===== src/rtl/wls_pkg.sv =====
package wls_pkg;
  localparam logic [5:0] OPC_LD = 6'h37;
  localparam logic [5:0] OPC_SD = 6'h3F;
  localparam logic [5:0] OPC_LQ = 6'h1E;
  localparam logic [5:0] OPC_SQ = 6'h1F;

  localparam logic [4:0] EXC_LOAD_ADDR  = 5'd4;
  localparam logic [4:0] EXC_STORE_ADDR = 5'd5;

  typedef enum logic {ST_IDLE, ST_BEAT} seq_state_t;

  typedef struct packed {
    logic hit;
    logic is_load;
    logic is_quad;
  } acc_kind_t;
endpackage


===== src/rtl/wls_decode.sv =====
module wls_decode
  import wls_pkg::*;
#(
  parameter int XLEN = 32
) (
  input  logic [5:0]      opcode_i,
  input  logic [XLEN-1:0] base_i,
  input  logic [15:0]     offset_i,
  output acc_kind_t       kind_o,
  output logic [XLEN-1:0] ea_o,
  output logic            misalign_o
);
  always_comb begin
    kind_o = '0;
    unique case (opcode_i)
      OPC_LD:  kind_o = '{hit: 1'b1, is_load: 1'b1, is_quad: 1'b0};
      OPC_SD:  kind_o = '{hit: 1'b1, is_load: 1'b0, is_quad: 1'b0};
      OPC_LQ:  kind_o = '{hit: 1'b1, is_load: 1'b1, is_quad: 1'b1};
      OPC_SQ:  kind_o = '{hit: 1'b1, is_load: 1'b0, is_quad: 1'b1};
      default: kind_o = '0;
    endcase
  end

  assign ea_o = base_i + {{(XLEN-16){offset_i[15]}}, offset_i};

  // doubleword needs 8-byte, quadword 16-byte alignment
  assign misalign_o = kind_o.is_quad ? (|ea_o[3:0]) : (|ea_o[2:0]);
endmodule


===== src/rtl/wls_beat_ctr.sv =====
module wls_beat_ctr #(
  parameter int BEAT_W = 2
) (
  input  logic              clk_i,
  input  logic              rst_ni,
  input  logic              clear_i,
  input  logic              step_i,
  input  logic [BEAT_W-1:0] term_i,
  output logic [BEAT_W-1:0] beat_o,
  output logic              last_o
);
  always_ff @(posedge clk_i or negedge rst_ni) begin
    if (!rst_ni)      beat_o <= '0;
    else if (clear_i) beat_o <= '0;
    else if (step_i)  beat_o <= beat_o + BEAT_W'(1);
  end

  assign last_o = (beat_o == term_i);
endmodule


===== src/rtl/wls_lane_mux.sv =====
module wls_lane_mux #(
  parameter int XLEN  = 32,
  parameter int LANES = 4,
  localparam int BEAT_W = $clog2(LANES)
) (
  input  logic [LANES*XLEN-1:0] data_i,
  input  logic [BEAT_W-1:0]     sel_i,
  output logic [XLEN-1:0]       word_o
);
  logic [XLEN-1:0] lane_w [LANES];

  for (genvar g = 0; g < LANES; g++) begin : g_lane
    assign lane_w[g] = data_i[g*XLEN +: XLEN];
  end

  assign word_o = lane_w[sel_i];
endmodule


===== src/rtl/wide_ls_seq.sv =====
module wide_ls_seq
  import wls_pkg::*;
#(
  parameter int XLEN    = 32,
  parameter int REG_W   = 128,
  parameter int IDX_W   = 5,
  localparam int LANES  = REG_W / XLEN,
  localparam int BEAT_W = $clog2(LANES),
  localparam int BE_W   = XLEN / 8
) (
  input  logic              clk_i,
  input  logic              rst_ni,
  input  logic              op_valid_i,
  output logic              op_ready_o,
  input  logic [5:0]        opcode_i,
  input  logic [XLEN-1:0]   base_i,
  input  logic [15:0]       offset_i,
  input  logic [IDX_W-1:0]  rt_i,
  input  logic [REG_W-1:0]  src_i,
  output logic              mem_req_o,
  output logic              mem_we_o,
  output logic [XLEN-1:0]   mem_addr_o,
  output logic [XLEN-1:0]   mem_wdata_o,
  output logic [BE_W-1:0]   mem_be_o,
  input  logic [XLEN-1:0]   mem_rdata_i,
  input  logic              mem_ready_i,
  output logic              rf_we_o,
  output logic [IDX_W-1:0]  rf_idx_o,
  output logic [BEAT_W-1:0] rf_lane_o,
  output logic [XLEN-1:0]   rf_wdata_o,
  output logic              arch_we_o,
  output logic [XLEN-1:0]   arch_wdata_o,
  output logic              done_o,
  output logic              exc_o,
  output logic [4:0]        exc_code_o,
  output logic [XLEN-1:0]   exc_addr_o
);
  localparam logic [BEAT_W-1:0] DW_TERM = BEAT_W'((64 / XLEN) - 1);
  localparam logic [BEAT_W-1:0] QW_TERM = BEAT_W'(LANES - 1);

  seq_state_t        state_q;
  acc_kind_t         dec_kind;
  logic [XLEN-1:0]   dec_ea;
  logic              dec_misalign;
  logic              accept, fault, beat_done;
  logic              is_load_q, is_quad_q;
  logic [XLEN-1:0]   ea_q;
  logic [IDX_W-1:0]  rt_q;
  logic [REG_W-1:0]  src_q;
  logic [BEAT_W-1:0] beat, term;
  logic              last;
  logic [XLEN-1:0]   store_word;

  wls_decode #(.XLEN(XLEN)) u_dec (
    .opcode_i  (opcode_i),
    .base_i    (base_i),
    .offset_i  (offset_i),
    .kind_o    (dec_kind),
    .ea_o      (dec_ea),
    .misalign_o(dec_misalign)
  );

  assign op_ready_o = (state_q == ST_IDLE);
  assign accept     = op_valid_i && op_ready_o && dec_kind.hit && !dec_misalign;
  assign fault      = op_valid_i && op_ready_o && dec_kind.hit && dec_misalign;
  assign beat_done  = (state_q == ST_BEAT) && mem_ready_i;
  assign term       = is_quad_q ? QW_TERM : DW_TERM;

  wls_beat_ctr #(.BEAT_W(BEAT_W)) u_ctr (
    .clk_i  (clk_i),
    .rst_ni (rst_ni),
    .clear_i(accept),
    .step_i (beat_done && !last),
    .term_i (term),
    .beat_o (beat),
    .last_o (last)
  );

  wls_lane_mux #(.XLEN(XLEN), .LANES(LANES)) u_mux (
    .data_i(src_q),
    .sel_i (beat),
    .word_o(store_word)
  );

  always_ff @(posedge clk_i or negedge rst_ni) begin
    if (!rst_ni) begin
      state_q   <= ST_IDLE;
      is_load_q <= 1'b0;
      is_quad_q <= 1'b0;
      ea_q      <= '0;
      rt_q      <= '0;
      src_q     <= '0;
    end else begin
      if (accept) begin
        state_q   <= ST_BEAT;
        is_load_q <= dec_kind.is_load;
        is_quad_q <= dec_kind.is_quad;
        ea_q      <= dec_ea;
        rt_q      <= rt_i;
        src_q     <= src_i;
      end else if (beat_done && last) begin
        state_q <= ST_IDLE;
      end
    end
  end

  always_ff @(posedge clk_i or negedge rst_ni) begin
    if (!rst_ni) begin
      exc_o      <= 1'b0;
      exc_code_o <= '0;
      exc_addr_o <= '0;
    end else begin
      exc_o <= fault;
      if (fault) begin
        exc_code_o <= dec_kind.is_load ? EXC_LOAD_ADDR : EXC_STORE_ADDR;
        exc_addr_o <= dec_ea;
      end
    end
  end

  assign mem_req_o   = (state_q == ST_BEAT);
  assign mem_we_o    = mem_req_o && !is_load_q;
  assign mem_addr_o  = ea_q + XLEN'({beat, 2'b00});
  assign mem_wdata_o = mem_we_o ? store_word : '0;
  assign mem_be_o    = mem_req_o ? {BE_W{1'b1}} : '0;

  // loads share one capture path; only the terminal beat differs
  assign rf_we_o      = beat_done && is_load_q && (rt_q != '0);
  assign rf_idx_o     = rt_q;
  assign rf_lane_o    = beat;
  assign rf_wdata_o   = mem_rdata_i;
  assign arch_we_o    = rf_we_o && (beat == '0);
  assign arch_wdata_o = mem_rdata_i;
  assign done_o       = beat_done && last;
endmodule


===== config.mk =====
export PLATFORM = sky130hd
export DESIGN_NAME = wide_ls_seq
export DESIGN_NICKNAME = d
export VERILOG_FILES = /design/src/rtl/wls_pkg.sv /design/src/rtl/wls_decode.sv /design/src/rtl/wls_beat_ctr.sv /design/src/rtl/wls_lane_mux.sv /design/src/rtl/wide_ls_seq.sv
export SDC_FILE = /design/constraint.sdc
export NUM_CORES = 1
export LEC_CHECK = 0
export BUFFER_PORTS_ARGS = -buffer_cell sky130_fd_sc_hd__buf_2
export CORE_AREA = 4 4 156 158
export CTS_CLUSTER_DIAMETER = 150
export CTS_CLUSTER_SIZE = 14
export DETAILED_ROUTE_END_ITERATION = 12
export DIE_AREA = 0 0 160 162
export PLACE_DENSITY = 0.8
export SYNTH_ARGS = -nofsm -noshare
export SYNTH_HDL_FRONTEND = slang
export SYNTH_SLANG_ARGS = --single-unit

===== constraint.sdc =====
create_clock -name clk_i -period 2.64 [get_ports clk_i]
set_input_delay 0.132 -clock clk_i [delete_from_list [all_inputs] [get_ports clk_i]]
set_output_delay 0.132 -clock clk_i [all_outputs]
set_load 0.005 [all_outputs]

==> metrics.txt <==
crit share post-route=98.6%; top-area cell type share of the netlist area=44.5%; DR iter-0 viols=1193; Clock transition at path regs=0.07 ns; WP data arrival=2.47 ns; Crit. End Element=primary output; CTS max path bufs=3; clk root buf=clkbuf_16; global route overflow=0; vias in the first global route=11000; DR vias/cell=5.62; #FFs+latches synth=205; top post-synthesis cells by area=dfrtp_1, nand2_1, mux4_2; GRT Util Overall=28.1%; Final Skew=0.0103 ns; first-pass GRT wire length=58.8 mm; CP max FO=3; Setup CP Type=reg2out; Final Total Pwr=9.30 mW; final max-slew violation count=0; Core Util, Final=64.7%; Finish-stage setup viols=0; share of layout cells above drive strength 1=26.8%; Post-synth EDFFs=0; worst hold path type=in2reg; commonest non-fill, non-tap cell in the layout=nand2_1; Top FF cell, synth=dfrtp_1; max-cap violation count=0; DRC violations left=0; Cell Area, Synth=11500 sq um; Top Ports=406; Chip Width=160 um; most frequent cells in the layout=nand2_1, buf_2, dfrtp_1, dlygate4sd3_1, o21ai_0; placed cells=1795; H-Tree Depth=1; Relative slew margins=59.4%; Layout area overhead=29.8%; worst path required time=2.51 ns; initial antenna violation count=1; RSZ-0062 raised after global routing=yes; Detailed Place HPWL=24.2 mm; Worst-Skew Late Latency=0.49 ns; total routed wirelength=38.0 mm; TritonCTS clock tree=done; Worst setup SP type=flip-flop; sequential share of the synthesized area=44.5%; Max Clk Rate=0.384 GHz; ys async rst share=100%; Setup TNS Final=0 ns; area leader, netlist=dfrtp_1; leak pwr=7.92 nW; Die Y=162 um; number of I/O port buffers=306; Core ar.=23100 sq um; Via Count=11000; Rows=56; Place WS=0.103 ns; Final Hold Vio Count=0; nets@finish=1927; die area=25900 sq um; number of distinct library cells after synthesis=62; Sink Count=205; Worst VDD drop=0.000368 V; drt pass-1 iters=5; largest net degree at the start of global routing=94; DR WL/cell=19.4 um; placer congestion estimate=0.864; Antenna Nets Post-Route=0; Yosys warning count=0; Initial Utilization=49.9%; fin cells=1962; PD cells=621 nW/um^2; fin worst setup slack=0.0368 ns; Syn Area/Cell=8.94 sq um; status=finished clean; CTS buffer count=18; Period minus WS final=2.60 ns; Mapped Cells=1290; Worst-Margin Slew=0.609 ns
[through the flow]
| stage | instance area [sq um] | hold slack (ns) |
|---|---|---|
| floorplan | 11500 | -0.164 |
| global placement | 13000 | 0.191 |
| detailed placement | 13000 | 0.200 |
| CTS | 14900 | 0.0731 |
| global route | 15000 | 0.134 |
| finish | 15000 | 0.0806 |
[synthesized netlist by cell type (7+ instances only)]
cell      instances
a21o_1            7
a21oi_1          36
and2_1            8
and3_1            7
buf_2            36
buf_4            74
clkbuf_1         19
dfrtp_1         205
ha_1             34
inv_1            12
mux2_2            8
mux4_2           32
nand2_1         497
nand2b_1          9
nand3_1          21
nand4_1           9
nor2_1           34
nor2b_1          35
o211ai_1          7
o21ai_0          65
xnor2_1          37
xor2_1           21
[logic make-up after synthesis]
kind of cell             count (synthesis)  share of synthesized area, %
AO/OA/AOI/OAI                          159                          8.54
XOR/XNOR                                58                          4.41
adder cells (fa/ha/maj)                 36                          4.04
buffers and inverters                  144                          7.55
flip-flops                             205                          44.5
multiplexers                            48                          7.91
other                                    1                        0.0325
AND/OR/NAND/NOR                        639                          23.0
[power breakdown]
part | switching [mW] | leakage (nW) | total, mW | internal (mW)
combinational | 1.51 | 4.90 | 2.86 | 1.34
clock | 1.15 | 0.235 | 2.43 | 1.28
sequential | 0.360 | 2.78 | 4.02 | 3.66
[final cells by class]
| cell class | instances | area, sq um |
|---|---|---|
| Antenna cell | 3 | 7.51 |
| Clock buffer | 20 | 479 |
| Clock inverter | 1 | 7.51 |
| Fill cell | 1739 | 8150 |
| Inverter | 13 | 48.8 |
| Multi-Input combinational cell | 943 | 5610 |
| Sequential cell | 205 | 5130 |
| Tap cell | 290 | 363 |
| Timing Repair Buffer | 487 | 3320 |
[worst max-delay path, cell delays in order (launching register included)]
cell,delay [ns]
dfrtp_1,0.37
and4_4,0.25
and4_4,0.25
and4_4,0.25
nand2_1,0.13
or4_4,0.46
xnor2_2,0.16
buf_2,0.14
[flip-flops by register name, indices dropped and copies added, names as in the netlist, 2 cells and up]
register      count
u_ctr.beat_o      2
ea_q             32
exc_code_o        2
rf_idx_o          5
src_q           128
exc_addr_o       32
[timing repair]
| action | 4_1_cts | 5_1_grt |
|---|---|---|
| setup endpoints to repair | 9 | 137 |
| buffers inserted | 5 | 2 |
| resized for setup | 5 | 14 |
| hold endpoints to repair | 203 | 0 |
| hold buffers | 136 | 0 |
[worst paths after layout]
check / start / endpoint / slack (ns) / depth (start not counted)
setup / recovery: ea_q[6]$_DFFE_PN0P_ / mem_addr_o[31] / 0.04 / 7
hold / removal: mem_ready_i / u_ctr.beat_o[1]$_DFFE_PN0P_ / 0.08 / 4
setup reg to reg: u_ctr.beat_o[1]$_DFFE_PN0P_ / u_ctr.beat_o[1]$_DFFE_PN0P_ / 0.59 / 7
hold reg to reg: src_q[65]$_DFFE_PN0P_ / src_q[65]$_DFFE_PN0P_ / 0.47 / 2
max in group asynchronous: rst_ni / src_q[96]$_DFFE_PN0P_ / 1.55 / 3
min in group asynchronous: rst_ni / src_q[98]$_DFFE_PN0P_ / 0.25 / 2
[per-layer routing]
layer | wire length, um | vias to the layer above | GRT usage (%)
met3 | 3770 | 146 | 7.03
met1 | 14600 | 5186 | 34.8
met4 | 1630 | 0 | 11.1
met5 | 0 | - | 0
met2 | 18000 | 758 | 47.7
li1 | - | 4939 | -
Note: power is estimated with default switching activity, not from simulation.
